### src/rtl/lpt_pkg.sv
package lpt_pkg;
  localparam int unsigned ADDR_W = 3;

  localparam logic [ADDR_W-1:0] ADR_CTRL = 3'd0;
  localparam logic [ADDR_W-1:0] ADR_CFG  = 3'd1;
  localparam logic [ADDR_W-1:0] ADR_CEIL = 3'd2;
  localparam logic [ADDR_W-1:0] ADR_CMP  = 3'd3;
  localparam logic [ADDR_W-1:0] ADR_STAT = 3'd4;
  localparam logic [ADDR_W-1:0] ADR_CLR  = 3'd5;
  localparam logic [ADDR_W-1:0] ADR_CNT  = 3'd6;

  typedef enum logic [1:0] {
    EDGE_RISE  = 2'd0,
    EDGE_FALL  = 2'd1,
    EDGE_ANY   = 2'd2,
    EDGE_ANY_B = 2'd3
  } edge_sel_e;

  typedef struct packed {
    edge_sel_e edge_sel;  // [2:1]
    logic      enc_mode;  // [0]
  } cfg_t;
endpackage

### src/rtl/lpt_edge_sel.sv
module lpt_edge_sel
  import lpt_pkg::*;
(
  input  logic      clk_i,
  input  logic      rst_ni,
  input  logic      in_i,
  input  edge_sel_e sel_i,
  output logic      ev_o
);
  logic in_q;
  logic rise_w, fall_w;

  always_ff @(posedge clk_i or negedge rst_ni) begin
    if (!rst_ni) in_q <= 1'b0;
    else         in_q <= in_i;
  end

  assign rise_w = in_i & ~in_q;
  assign fall_w = ~in_i & in_q;

  always_comb begin
    case (sel_i)
      EDGE_RISE: ev_o = rise_w;
      EDGE_FALL: ev_o = fall_w;
      default:   ev_o = rise_w | fall_w;
    endcase
  end
endmodule

### src/rtl/lpt_dly_reg.sv
module lpt_dly_reg #(
  parameter int unsigned W       = 16,
  parameter int unsigned LAT     = 3,
  parameter logic [W-1:0] RST_VAL = '0
) (
  input  logic         clk_i,
  input  logic         rst_ni,
  input  logic         wr_i,
  input  logic [W-1:0] wdata_i,
  input  logic         clr_i,
  output logic [W-1:0] q_o,
  output logic         done_o
);
  logic [LAT-1:0] pipe_q, pipe_d;
  logic [W-1:0]   pend_q, val_q;
  logic           done_q;
  logic           land_w;

  always_comb begin
    pipe_d[0] = wr_i;
    for (int i = 1; i < LAT; i++) pipe_d[i] = pipe_q[i-1];
  end

  assign land_w = pipe_q[LAT-1];

  always_ff @(posedge clk_i or negedge rst_ni) begin
    if (!rst_ni) begin
      pipe_q <= '0;
      pend_q <= RST_VAL;
      val_q  <= RST_VAL;
      done_q <= 1'b0;
    end else begin
      pipe_q <= pipe_d;
      if (wr_i)   pend_q <= wdata_i;
      if (land_w) val_q  <= pend_q;
      // set beats clear in the same cycle
      done_q <= land_w | (done_q & ~clr_i);
    end
  end

  assign q_o    = val_q;
  assign done_o = done_q;
endmodule

### src/rtl/lpt_counter.sv
module lpt_counter #(
  parameter int unsigned W = 16
) (
  input  logic         clk_i,
  input  logic         rst_ni,
  input  logic         run_i,
  input  logic         inc_i,
  input  logic         dec_i,
  input  logic [W-1:0] ceil_i,
  output logic [W-1:0] cnt_o
);
  logic [W-1:0] cnt_q;

  always_ff @(posedge clk_i or negedge rst_ni) begin
    if (!rst_ni) begin
      cnt_q <= '0;
    end else if (run_i) begin
      if (inc_i)      cnt_q <= (cnt_q >= ceil_i) ? '0 : cnt_q + 1'b1;
      else if (dec_i) cnt_q <= (cnt_q == '0) ? ceil_i : cnt_q - 1'b1;
    end
  end

  assign cnt_o = cnt_q;
endmodule

### src/rtl/lpt_core.sv
module lpt_core
  import lpt_pkg::*;
#(
  parameter int unsigned CNT_W  = 16,
  parameter int unsigned WR_LAT = 3
) (
  input  logic                  clk_i,
  input  logic                  rst_ni,
  input  logic                  sel_i,
  input  logic                  we_i,
  input  logic [ADDR_W-1:0]     addr_i,
  input  logic [CNT_W-1:0]      wdata_i,
  output logic [CNT_W-1:0]      rdata_o,
  input  logic                  in1_i,
  input  logic                  enc_step_i,
  input  logic                  enc_up_i
);
  localparam logic [CNT_W-1:0] CEIL_RST = {CNT_W{1'b1}};

  logic wr_w, wr_ctrl_w, wr_cfg_w, wr_ceil_w, wr_cmp_w, wr_clr_w;
  logic en_q, run_q;
  cfg_t cfg_q;
  logic clr_ceil_w, clr_cmp_w;
  logic [CNT_W-1:0] ceil_w, cmp_w, cnt_w;
  logic ceil_ok_w, cmp_ok_w;
  logic ev1_w, inc_w, dec_w;

  assign wr_w      = sel_i & we_i;
  assign wr_ctrl_w = wr_w && (addr_i == ADR_CTRL);
  assign wr_cfg_w  = wr_w && (addr_i == ADR_CFG);
  assign wr_ceil_w = wr_w && (addr_i == ADR_CEIL);
  assign wr_cmp_w  = wr_w && (addr_i == ADR_CMP);
  assign wr_clr_w  = wr_w && (addr_i == ADR_CLR);

  // start counts only if enable was already set before this write
  always_ff @(posedge clk_i or negedge rst_ni) begin
    if (!rst_ni) begin
      en_q  <= 1'b0;
      run_q <= 1'b0;
    end else if (wr_ctrl_w) begin
      en_q  <= wdata_i[0];
      run_q <= wdata_i[0] & (run_q | (wdata_i[1] & en_q));
    end
  end

  always_ff @(posedge clk_i or negedge rst_ni) begin
    if (!rst_ni)                cfg_q <= '0;
    else if (wr_cfg_w && !en_q) cfg_q <= cfg_t'(wdata_i[2:0]);
  end

  assign clr_ceil_w = wr_clr_w & wdata_i[0];
  assign clr_cmp_w  = wr_clr_w & wdata_i[1];

  lpt_dly_reg #(.W(CNT_W), .LAT(WR_LAT), .RST_VAL(CEIL_RST)) u_ceil (
    .clk_i(clk_i), .rst_ni(rst_ni), .wr_i(wr_ceil_w & en_q), .wdata_i(wdata_i),
    .clr_i(clr_ceil_w), .q_o(ceil_w), .done_o(ceil_ok_w)
  );

  lpt_dly_reg #(.W(CNT_W), .LAT(WR_LAT), .RST_VAL('0)) u_cmp (
    .clk_i(clk_i), .rst_ni(rst_ni), .wr_i(wr_cmp_w & en_q), .wdata_i(wdata_i),
    .clr_i(clr_cmp_w), .q_o(cmp_w), .done_o(cmp_ok_w)
  );

  lpt_edge_sel u_edge (
    .clk_i(clk_i), .rst_ni(rst_ni), .in_i(in1_i), .sel_i(cfg_q.edge_sel), .ev_o(ev1_w)
  );

  assign inc_w = cfg_q.enc_mode ? (enc_step_i & enc_up_i) : ev1_w;
  assign dec_w = cfg_q.enc_mode & enc_step_i & ~enc_up_i;

  lpt_counter #(.W(CNT_W)) u_cnt (
    .clk_i(clk_i), .rst_ni(rst_ni), .run_i(run_q), .inc_i(inc_w), .dec_i(dec_w),
    .ceil_i(ceil_w), .cnt_o(cnt_w)
  );

  always_comb begin
    rdata_o = '0;
    case (addr_i)
      ADR_CTRL: rdata_o[1:0] = {run_q, en_q};
      ADR_CFG:  rdata_o[2:0] = cfg_q;
      ADR_CEIL: rdata_o      = ceil_w;
      ADR_CMP:  rdata_o      = cmp_w;
      ADR_STAT: rdata_o[1:0] = {cmp_ok_w, ceil_ok_w};
      ADR_CNT:  rdata_o      = cnt_w;
      default:  rdata_o      = '0;
    endcase
  end
endmodule

### config.mk
export PLATFORM = sky130hd
export DESIGN_NAME = lpt_core
export DESIGN_NICKNAME = d
export VERILOG_FILES = /design/src/rtl/lpt_pkg.sv /design/src/rtl/lpt_edge_sel.sv /design/src/rtl/lpt_dly_reg.sv /design/src/rtl/lpt_counter.sv /design/src/rtl/lpt_core.sv
export SDC_FILE = /design/constraint.sdc
export NUM_CORES = 1
export LEC_CHECK = 0
export ABC_AREA = 1
export BUFFER_PORTS_ARGS = -buffer_cell sky130_fd_sc_hd__buf_4
export CAP_MARGIN = 10
export CORE_AREA = 3 3 107 120
export CTS_CLUSTER_SIZE = 8
export DETAILED_ROUTE_END_ITERATION = 12
export DIE_AREA = 0 0 110 123
export GPL_TIMING_DRIVEN = 0
export HOLD_SLACK_MARGIN = 0.12
export PLACE_DENSITY = 0.66
export RECOVER_POWER = 50
export SLEW_MARGIN = 20
export SYNTH_ARGS = -nofsm -noshare
export SYNTH_HDL_FRONTEND = slang
export SYNTH_SLANG_ARGS = --single-unit
### constraint.sdc
create_clock -name clk_i -period 3.3 [get_ports clk_i]
set_input_delay 0.33 -clock clk_i [delete_from_list [all_inputs] [get_ports clk_i]]
set_output_delay 0.33 -clock clk_i [all_outputs]
set_load 0.01 [all_outputs]
==> results of run 1 <==
## Yosys cell counts, types with 6 or more instances
master    number  share of area
nand2_1      221           0.14
inv_1         93          0.060
nor2_1        80          0.052
o21ai_0       64          0.055
dfrtp_1       62           0.27
nand3_1       51          0.044
dfstp_2       32           0.14
a21oi_1       22          0.019
ha_1          21          0.045
o21ai_1       14          0.012
nor2_2        12          0.013
a22oi_1       10          0.013
clkbuf_1       9         0.0058
nor2_4         9          0.017
buf_4          7         0.0090
buf_6          7          0.014
o21ai_2        7          0.011
buf_2          6         0.0052
nand3b_1       6         0.0078
nand4_1        6         0.0065
xor2_1         6         0.0090
## flip-flops by register name, indices dropped and copies added (netlist names)
name / flops
u_ceil.pend_q: 16
u_cmp.q_o: 16
run_q: 1
u_cnt.cnt_o: 16
en_q: 1
u_cmp.done_o: 1
u_ceil.pipe_q: 3
u_ceil.done_o: 1
u_edge.in_q: 1
u_ceil.q_o: 16
u_cmp.pend_q: 16
u_cmp.pipe_q: 3
cfg_q: 3
## routing by layer
| layer | vias up | GRT usage |
|---|---|---|
| li1 | 2586 | - |
| met1 | 2443 | 0.320 |
| met2 | 127 | 0.400 |
| met3 | 24 | 0.0245 |
| met4 | 0 | 0.0795 |
| met5 | - | 0 |
## per-stage QoR
step | setup slack [ns] | total power, uW | instance area, sq um
detailed placement | 1.09 | 3860 | 6310
global route | 0.847 | 5290 | 6620
CTS | 1.07 | 4930 | 6630
floorplan | 1.45 | 3260 | 5810
global placement | 1.10 | 3800 | 6310
finish | 1.01 | 4920 | 6620
## power groups by stage
| stage | Clock [uW] | Combinational [uW] | Sequential [uW] |
|---|---|---|---|
| 6_report | 1050 | 2120 | 1760 |
| 5_1_grt | 1120 | 2390 | 1790 |
| 2_1_floorplan | 0 | 1580 | 1680 |
| 3_5_place_dp | 0 | 2090 | 1770 |
| 3_3_place_gp | 0 | 2040 | 1760 |
| 4_1_cts | 1070 | 2110 | 1750 |
## worst paths after layout
| path | from | endpoint | slack, ns | cells after the start |
|---|---|---|---|---|
| max | in1_i | u_cnt.cnt_o[12] | 1.01 | 13 |
| max reg2reg | u_ceil.q_o[15] | u_cnt.cnt_o[12] | 1.02 | 9 |
| min in group asynchronous | rst_ni | u_cnt.cnt_o[15] | 0.62 | 2 |
| min reg2reg | u_ceil.pipe_q[1] | u_ceil.pipe_q[2] | 0.36 | 0 |
| min | wdata_i[0] | en_q | 0.22 | 3 |
| max in group asynchronous | rst_ni | run_q | 2.08 | 2 |
## kinds of logic after synthesis
| group | Yosys count | share of synthesized area |
|---|---|---|
| adders and majority gates | 21 | 0.0452 |
| buffers and inverters | 128 | 0.0976 |
| xor gates and xnor gates | 6 | 0.00905 |
| AOI/OAI and AO/OA | 128 | 0.126 |
| DFF | 94 | 0.412 |
| and+or+nand+nor | 400 | 0.310 |
## what timing repair did
action                                 4_1_cts  5_1_grt
hold buffers                                 2        0
setup buffers                                0        0
endpoints found under the hold margin       18        0
## final cells by class
class,count,area [sq um],share of cell area
flip-flops and latches,94,2390,0.362
clock buffers,11,243,0.0367
well taps,154,193,0.0291
clock inverters,5,57.6,0.00870
plain buffers,29,195,0.0295
multi-input cells,555,2840,0.430
inverters,99,372,0.0562
repair buffers,43,320,0.0484
## tightest hold or removal path: cells and delay by family
kind | cells | cell delay (ns)
simple gates | 1 | 0.04
buf+inv | 1 | 0.09
compound gates | 1 | 0.06
==> metrics.md, run 1 <==
| Metric | Value |
|---|---|
| Critical path, cell by cell | `dlygate4sd3_1, clkbuf_1, inv_1, ha_1, a21oi_1, nand2_1, nand2_1, nand2_2, inv_1, buf_4, nand2_1, nor2_1, nor2_1` |
| Number of instances in the placed design | `972` |
| Nets@finish | `878` |
| Final Instance Count excl. Fillers | `990` |
| Height of the die | `123 um` |
| Crit path kind | `input port to register` |
| CTS buffer count | `9` |
| Warnings, synthesis | `0` |
| Final setup violation count | `0` |
| Static leakage | `0.00317 uW` |
| Met2 wire length | `7.39 mm` |
| CTS-repair resized insts | `0` |
| Final Hold Fails | `0` |
| Highest-count cells in the layout ignoring fill and taps | `nand2_1 (221), inv_1 (93), nor2_1 (82)` |
| EDFF count, synth | `0` |
| Int Power | `2860 uW` |
| Arrival time of the worst setup path | `2.52 ns` |
| Number of primary I/O pins | `42` |
| Gate Count Post-Synth | `777` |
| Clock transition time at the flip-flop clock pins of the worst setup and hold paths | `0.06 ns` |
| Wl on met1 | `6.90 mm` |
| Net switching share of the total power | `0.419` |
| Count of buffers from port buffering | `41` |
| Per-cell via count in the routed design | `5.23` |
| Number of nets with antenna violations after routing | `0` |
| Power Dens Cells | `744 nW/um^2` |
| Post-synth ARST share | `1.00` |
| Via count of the first global-routing pass | `5060` |
| Initial detailed-routing violation count | `333` |
| Clock latency on the worst-skew pair | `0.34 ns` |
| Synthesized flop and latch total | `94` |
| Drt first pass iters | `7` |
| Total Routed Length | `15.2 mm` |
| Final setup skew | `0.00685 ns` |
| Most used cell along the critical path | `nand2_1` |
| Total DRC errors in the routed layout | `0` |
| Proportion of power drawn by combinational gates | `0.431` |
| Per-instance average area after synthesis | `7.47 sq um` |
| Share of cells above drive strength 1 | `0.182` |
| Fin Setup TNS | `0 ns` |
| Last weighted congestion value of the routability-driven placer | `0.894` |
| Buffers plus inverters on the worst setup path | `5` |
| Initial antenna violation count | `0` |
| Final cycle utilization of the critical path | `0.695` |
| Worst-margin pin slew | `0.856 ns` |
| Switching pwr | `2060 uW` |
| Part of the total power dissipated in sequential elements | `0.357` |
| Initial standard-cell utilization of the core | `0.491` |
| Number of vias in the routed layout | `5180` |
| Worst hold slack | `0.215 ns` |
| Slew HR | `0.430` |
| Type of destination of the critical path | `register` |
| Floorplan die area | `13500 sq um` |
| Clock Path Buffers | `2` |
| Kind of launch point of the worst setup path | `input port` |
| Area delta synth->final | `13.9%` |
| Outcome | `finished clean` |
| Final design utilization | `0.560` |
| Critical-path maximum fanout | `10` |
| Required time of the critical path | `3.52 ns` |
| Hold Crit Class | `input port to register` |
| Most common cell after layout, fill and taps aside | `nand2_1` |
| X dimension of the die | `110 um` |
| Critical path's slowest cell | `dlygate4sd3_1` |
| CTS H-tree lvls | `3` |
| Pin count of the biggest net entering global routing | `95` |
| Number of antenna diodes | `0` |
| Fill count | `1145` |
| Site row count | `42` |
| Largest stage delay, worst path | `0.52 ns` |
| Average wire per cell in the routed design | `15.3 um` |
| Family with the most delay on the worst path | `buffers and inverters` |
| Register area share after synthesis | `0.412` |
| Post-Syn Nets | `824` |
| Max-slew violation total from the final report | `0` |
| Min Clock Period, post-route | `2.29 ns` |
| Post-synth top flop | `dfrtp_1` |
| Half-perimeter wire length after placement | `11.7 mm` |
| Floorplan core area | `11800 sq um` |
| FMAX | `436 MHz` |
| CTS root buffer | `clkbuf_16` |
| Met3 Wirelength | `595 um` |
| Peak supply drop | `361 uV` |
| Number of clock sinks | `94` |
| RSZ-0062 raised after global routing | `no` |
| Total gr overflow | `0` |
| Max Cap Viol | `0` |
| Post-synthesis cell type count | `37` |
| Clock tree from TritonCTS | `done` |
| Area of the mapped netlist | `5810 sq um` |
| First-pass GRT wire length | `25.0 mm` |
| Highest layer used for signal routing | `met4` |
| Total Routing Usage GR | `0.238` |
| Clock network fraction of design power | `0.213` |
No activity file was read; power rests on OpenSTA's default activity.
==> run 2: changes to the inputs <==
- PLACE_DENSITY: 0.66 -> 0.69
- clock period: 3.3 -> 1.9 ns (I/O delays scaled with it)
==> metrics.md, run 2 (same netlist as run 1, synthesis figures left out) <==
| Metric | Value |
|---|---|
| Hold worst-path end | `u_ceil.pend_q[4]` |
| Via count of the first global-routing pass | `5212` |
| CTS buffer count | `9` |
| Worst reg2reg setup slack | `0.03 ns` |
| Final setup skew | `0.0107 ns` |
| Highest-count cells in the layout ignoring fill and taps | `nand2_1 (217), inv_1 (81), nor2_1 (77)` |
| Required time of the critical path | `2.16 ns` |
| Largest stage delay, worst path | `0.53 ns` |
| Total Routed Length | `15.8 mm` |
| CTS root buffer | `clkbuf_16` |
| Most common cell after layout, fill and taps aside | `nand2_1` |
| Nets@finish | `907` |
| Pin count of the biggest net entering global routing | `95` |
| Clock tree from TritonCTS | `done` |
| X dimension of the die | `110 um` |
| Start point of the worst hold path | `wdata_i[4]` |
| Number of nets with antenna violations after routing | `0` |
| Average wire per cell in the routed design | `15.5 um` |
| Net switching share of the total power | `0.419` |
| Kind of launch point of the worst setup path | `register` |
| Critical path, cell by cell | `inv_1, ha_1, nand2_2, o21ai_2, a21oi_4, buf_6, nand3b_1, a21oi_2` |
| Critical-path maximum fanout | `5` |
| Hold Crit Class | `input port to register` |
| Floorplan die area | `13500 sq um` |
| Length in cells of the worst reg-to-reg path | `8` |
| Launch instance of the worst register-to-register path | `u_ceil.q_o[14]` |
| Initial standard-cell utilization of the core | `0.491` |
| Number of primary I/O pins | `42` |
| Clock network fraction of design power | `0.197` |
| Total DRC errors in the routed layout | `0` |
| Height of the die | `123 um` |
| CTS H-tree lvls | `3` |
| Final instance area | `7160 sq um` |
| Type of destination of the critical path | `register` |
| Fill count | `1065` |
| Number of vias in the routed layout | `5322` |
| Peak supply drop | `819 uV` |
| Half-perimeter wire length after placement | `11.8 mm` |
| Clock Path Buffers | `2` |
| Clock latency on the worst-skew pair | `0.34 ns` |
| Number of clock sinks | `94` |
| Last weighted congestion value of the routability-driven placer | `0.887` |
| Fin Setup TNS | `0 ns` |
| Slack of the critical path | `0.0311 ns` |
| Buffers plus inverters on the worst setup path | `2` |
| Count of buffers from port buffering | `41` |
| Share of cells above drive strength 1 | `0.257` |
| FMAX | `535 MHz` |
| Initial antenna violation count | `0` |
| Routing usage on met2 | `0.415` |
| First-pass GRT wire length | `25.6 mm` |
| M1 GR Usage | `0.316` |
| Min Clock Period, post-route | `1.87 ns` |
| Arrival time of the worst setup path | `2.13 ns` |
| Area delta synth->final | `23.2%` |
| Max Cap Viol | `0` |
| Met3 demand-to-capacity share in global routing | `0.0230` |
| Total Routing Usage GR | `0.241` |
| Static leakage | `0.00334 uW` |
| Power Dens Cells | `1310 nW/um^2` |
| Post-placement setup slack | `-0.366 ns` |
| Area of placed instances | `6310 sq um` |
| Hold path cells | `3` |
| RSZ-0062 raised after global routing | `yes` |
| Crit path kind | `register to register` |
| Drt first pass iters | `5` |
| Per-cell via count in the routed design | `5.22` |
| Part of the total power dissipated in sequential elements | `0.332` |
| Max-slew violation total from the final report | `0` |
| Outcome | `finished clean` |
| Final Hold Fails | `0` |
| Final setup violation count | `0` |
| Int Power | `5440 uW` |
| Final cycle utilization of the critical path | `0.984` |
| Layer carrying the most global-route usage | `met2` |
| Floorplan core area | `11800 sq um` |
| Critical path's slowest cell | `dfstp_2` |
| Worst-margin pin slew | `1.28 ns` |
| Clock transition time at the flip-flop clock pins of the worst setup and hold paths | `0.06 ns` |
| Proportion of power drawn by combinational gates | `0.471` |
| Switching pwr | `3920 uW` |
| Number of antenna diodes | `0` |
| Slew HR | `0.145` |
| Site row count | `42` |
| Initial detailed-routing violation count | `346` |
| Family with the most delay on the worst path | `flip-flops` |
| Total gr overflow | `0` |
| Reg2Reg Capture Point | `u_cnt.cnt_o[2]` |
[run 2: worst max-delay path by stage]
stage / to / slack, ns / cells past startpoint / startpoint
6_report: u_cnt.cnt_o[2] / 0.03 / 8 / u_ceil.q_o[14]
5_1_grt: u_cnt.cnt_o[2] / -0.09 / 9 / u_cnt.cnt_o[3]
4_1_cts: u_cnt.cnt_o[5] / 0.004 / 12 / u_ceil.q_o[6]
3_5_place_dp: u_cnt.cnt_o[12] / -0.37 / 9 / u_ceil.q_o[11]
3_3_place_gp: u_cnt.cnt_o[9] / -0.31 / 9 / u_ceil.q_o[11]
2_1_floorplan: u_cnt.cnt_o[13] / 0.05 / 9 / u_ceil.q_o[11]
[run 2: area by class of cell]
| class | instances | area [sq um] | share of cell area |
|---|---|---|---|
| Clock buffer | 11 | 243 | 0.0339 |
| Timing Repair Buffer | 72 | 594 | 0.0831 |
| Multi-Input combinational cell | 555 | 3090 | 0.431 |
| Buffer | 29 | 198 | 0.0276 |
| Clock inverter | 5 | 63.8 | 0.00892 |
| Tap cell | 154 | 193 | 0.0269 |
| Sequential cell | 94 | 2400 | 0.335 |
| Inverter | 99 | 380 | 0.0532 |
[run 2: what timing repair did]
item | 4_1_cts | 5_1_grt
cloned | 1 | 0
buffers inserted | 5 | 13
hold endpoints to repair | 77 | 0
pin swaps | 4 | 24
endpoints found under the setup margin | 16 | 19
hold buffers | 12 | 0
resized for setup | 21 | 43
[run 2: stage by stage]
| step | hold slack [ns] | instances | power (uW) | utilization |
|---|---|---|---|---|
| floorplan | -0.106 | 777 | 5660 | - |
| global placement | 0.318 | 972 | 6590 | 0.534 |
| detailed placement | 0.320 | 972 | 6670 | 0.534 |
| CTS | 0.120 | 1006 | 8830 | 0.581 |
| global route | 0.126 | 1019 | 10000 | 0.605 |
| finish | 0.122 | 1019 | 9360 | 0.605 |
[run 2: power by group through the flow]
stage	sequential (uW)	combinational (uW)	clock, uW
global placement	3050	3540	0
CTS	3050	3920	1870
finish	3110	4410	1840
floorplan	2920	2750	0
global route	3170	4920	1950
detailed placement	3060	3610	0
[run 2: tightest hold or removal path, delay by kind of cell]
family,cells,cell delay (ns)
compound gates,1,0.09
buf+inv,2,0.17
[run 2: per-layer routing]
| layer | up-vias | wire, um | part of all wire |
|---|---|---|---|
| met2 | 137 | 7870 | 0.50 |
| met1 | 2494 | 6950 | 0.44 |
| met3 | 31 | 542 | 0.034 |
| met4 | 0 | 387 | 0.025 |
| li1 | 2660 | - | - |
| met5 | - | 0 | 0 |
==> run 3: changes to the inputs <==
- ABC_AREA: 1 -> not set
- CORE_AREA: 3 3 107 120 -> 3 3 103 115
- DIE_AREA: 0 0 110 123 -> 0 0 106 118
- PLACE_DENSITY: 0.69 -> not set
- PLACE_DENSITY_LB_ADDON: not set -> 0.25
==> metrics.md, run 3 <==
| Metric | Value |
|---|---|
| Outcome | `complete, but fails checks` |
| Violated checks | `negative setup slack` |
| Initial antenna violation count | `0` |
| Total Power Consumption | `7020 uW` |
| Number of nets with antenna violations after routing | `0` |
| Last weighted congestion value of the routability-driven placer | `0.930` |
| Min Clock Period, post-route | `2.46 ns` |
| Arrival time of the worst setup path | `2.71 ns` |
| Initial standard-cell utilization of the core | `0.494` |
| Kind of launch point of the worst setup path | `register` |
| Number of vias in the routed layout | `4324` |
| Synth Area in Adders | `0.0492` |
| Clock Path Buffers | `2` |
| Slew HR | `0.143` |
| Post-synthesis cell type count | `62` |
| Crit path kind | `register to register` |
| Height of the die | `118 um` |
| Area delta synth->final | `25.0%` |
| Register area share after synthesis | `0.448` |
| Worst reg2reg setup slack | `-0.56 ns` |
| Total gr overflow | `0` |
| Max-slew violation total from the final report | `0` |
| Fin Setup TNS | `-7.65 ns` |
| Hold Crit Class | `input port to register` |
| Post-Syn Nets | `573` |
| Launch instance of the worst register-to-register path | `u_ceil.q_o[5]` |
| Pin count of the biggest net entering global routing | `95` |
| Worst-margin pin slew | `1.28 ns` |
| Length in cells of the worst reg-to-reg path | `8` |
| Reg2Reg Capture Point | `u_cnt.cnt_o[10]` |
| Final setup skew | `0.0116 ns` |
| Count of buffers from port buffering | `38` |
| CTS root buffer | `clkbuf_16` |
| Floorplan core area | `10800 sq um` |
| Most common cell after layout, fill and taps aside | `dfrtp_1` |
| FMAX | `407 MHz` |
| Clock transition time at the flip-flop clock pins of the worst setup and hold paths | `0.07 ns` |
| Peak supply drop | `875 uV` |
| Post-synth ARST share | `1.00` |
| Clock latency on the worst-skew pair | `0.34 ns` |
| Final Hold Fails | `0` |
| Average wire per cell in the routed design | `18.4 um` |
| Number of antenna diodes | `0` |
| Start point of the worst hold path | `wdata_i[1]` |
| Ranking of synthesized cells by instance count | `dfrtp_1 (62), mux2_2 (55), nor2_1 (50)` |
| Initial detailed-routing violation count | `317` |
| Cells taking the most area after synthesis | `dfrtp_1 (29%), dfstp_2 (16%), mux2_2 (12%)` |
| Type of destination of the critical path | `register` |
| Number of primary I/O pins | `42` |
| Required time of the critical path | `2.15 ns` |
| Final cycle utilization of the critical path | `1.29` |
| Post-synth top area cell | `dfrtp_1` |
| Number of clock sinks | `94` |
| Floorplan die area | `12500 sq um` |
| Gate Count Post-Synth | `526` |
| EDFF count, synth | `0` |
| Via count of the first global-routing pass | `4287` |
| Total DRC errors in the routed layout | `0` |
| Worst hold slack | `0.133 ns` |
| Warnings, synthesis | `0` |
| Post-synthesis share of cell area spent on xor and xnor gates | `0.0164` |
| Share of cells above drive strength 1 | `0.375` |
| Hold worst-path end | `cfg_q[1]` |
| RSZ-0062 raised after global routing | `yes` |
| Static leakage | `0.00289 uW` |
| Largest family of logic cells by synthesized area | `simple AND/OR/NAND/NOR gates` |
| Per-cell via count in the routed design | `5.68` |
| Post-synth top flop | `dfrtp_1` |
| Complex-gate fraction of the synthesized area | `0.128` |
| Highest-count cells in the layout ignoring fill and taps | `dfrtp_1 (61), mux2_2 (55), buf_4 (53)` |
| Per-instance average area after synthesis | `10.2 sq um` |
| Total Routing Usage GR | `0.230` |
| Synthesized flop and latch total | `94` |
| Site row count | `40` |
| Max Cap Viol | `0` |
| Final design utilization | `0.618` |
| CTS buffer count | `9` |
| Area of the mapped netlist | `5350 sq um` |
| Critical-path maximum fanout | `5` |
| X dimension of the die | `106 um` |
| Top-area cell type share of the netlist area | `0.290` |
| Cell with the most instances after synthesis | `dfrtp_1` |
| Fraction of synthesized area in multiplexers | `0.154` |
| CTS H-tree lvls | `3` |
| Power Dens Cells | `1050 nW/um^2` |
| First-pass GRT wire length | `22.8 mm` |
| Nets@finish | `656` |
| Slack of the critical path | `-0.557 ns` |
| Total Routed Length | `14.0 mm` |
| Clock tree from TritonCTS | `done` |
| Hold path cells | `2` |
| Half-perimeter wire length after placement | `9.98 mm` |
| Drt first pass iters | `6` |
| Final setup violation count | `16` |
| Basic-gate share of the synthesized area counting and, or, nand and nor cells | `0.158` |
[run 3: timing repair]
| item | in CTS | in global routing |
|---|---|---|
| endpoints found under the setup margin | 35 | 44 |
| endpoints found under the hold margin | 91 | 0 |
| buffers inserted | 3 | 15 |
| gates resized for setup | 18 | 28 |
| pin swaps | 5 | 8 |
| hold buffers | 16 | 0 |
[run 3: where the power goes]
| part | internal [uW] | switching (uW) | total (uW) |
|---|---|---|---|
| Combinational | 1110 | 1260 | 2370 |
| Clock | 1210 | 800 | 2010 |
| Sequential | 2360 | 279 | 2640 |
[run 3: cell families (layout without fill, tap and decap cells)]
group,after synthesis,in the layout
DFF,94,94
and+or+nand+nor,166,166
adders and majority gates,21,21
AOI/OAI and AO/OA,104,104
xor gates and xnor gates,10,10
muxes,74,74
buffers and inverters,57,145
[run 3: how the worst max path moves through the flow]
stage	from	to	slack (ns)
floorplan	u_ceil.q_o[0]	u_cnt.cnt_o[10]	-0.28
global placement	u_ceil.q_o[11]	u_cnt.cnt_o[5]	-0.80
detailed placement	u_ceil.q_o[11]	u_cnt.cnt_o[5]	-0.81
CTS	u_ceil.q_o[0]	u_cnt.cnt_o[10]	-0.50
global route	u_ceil.q_o[5]	u_cnt.cnt_o[10]	-0.63
finish	u_ceil.q_o[5]	u_cnt.cnt_o[10]	-0.56
[run 3: worst max-delay path, stage by stage (launching register included)]
cell and delay, ns:
dfstp_2 0.53, inv_1 0.07, ha_1 0.34, a21oi_2 0.15
o21a_1 0.16, o2bb2ai_2 0.08, or3_4 0.44, or4_1 0.49
o211ai_1 0.11
[run 3: cell type report]
class                   instances  area (sq um)
inverters                      23          88.8
clock inverters                 6          97.6
fillers                       899          4130
flip-flops and latches         94          2390
plain buffers                  34           181
well taps                     147           184
clock buffers                  10           239
multi-input cells             375          2910
repair buffers                 72           584
[run 3: metrics by stage]
stage,worst slack [ns],instance area (sq um),instances
after floorplan,-0.275,5420,526
after global placement,-0.804,5880,711
after detailed placement,-0.815,5890,711
after CTS,-0.504,6480,746
after global routing,-0.630,6680,761
final,-0.557,6680,761
[run 3: layer usage]
layer	vias up	GRT usage	share of wire
met5	-	0	0
met3	31	0.0307	0.037
met1	2114	0.312	0.44
met2	124	0.378	0.50
met4	0	0.0826	0.024
li1	2055	-	-
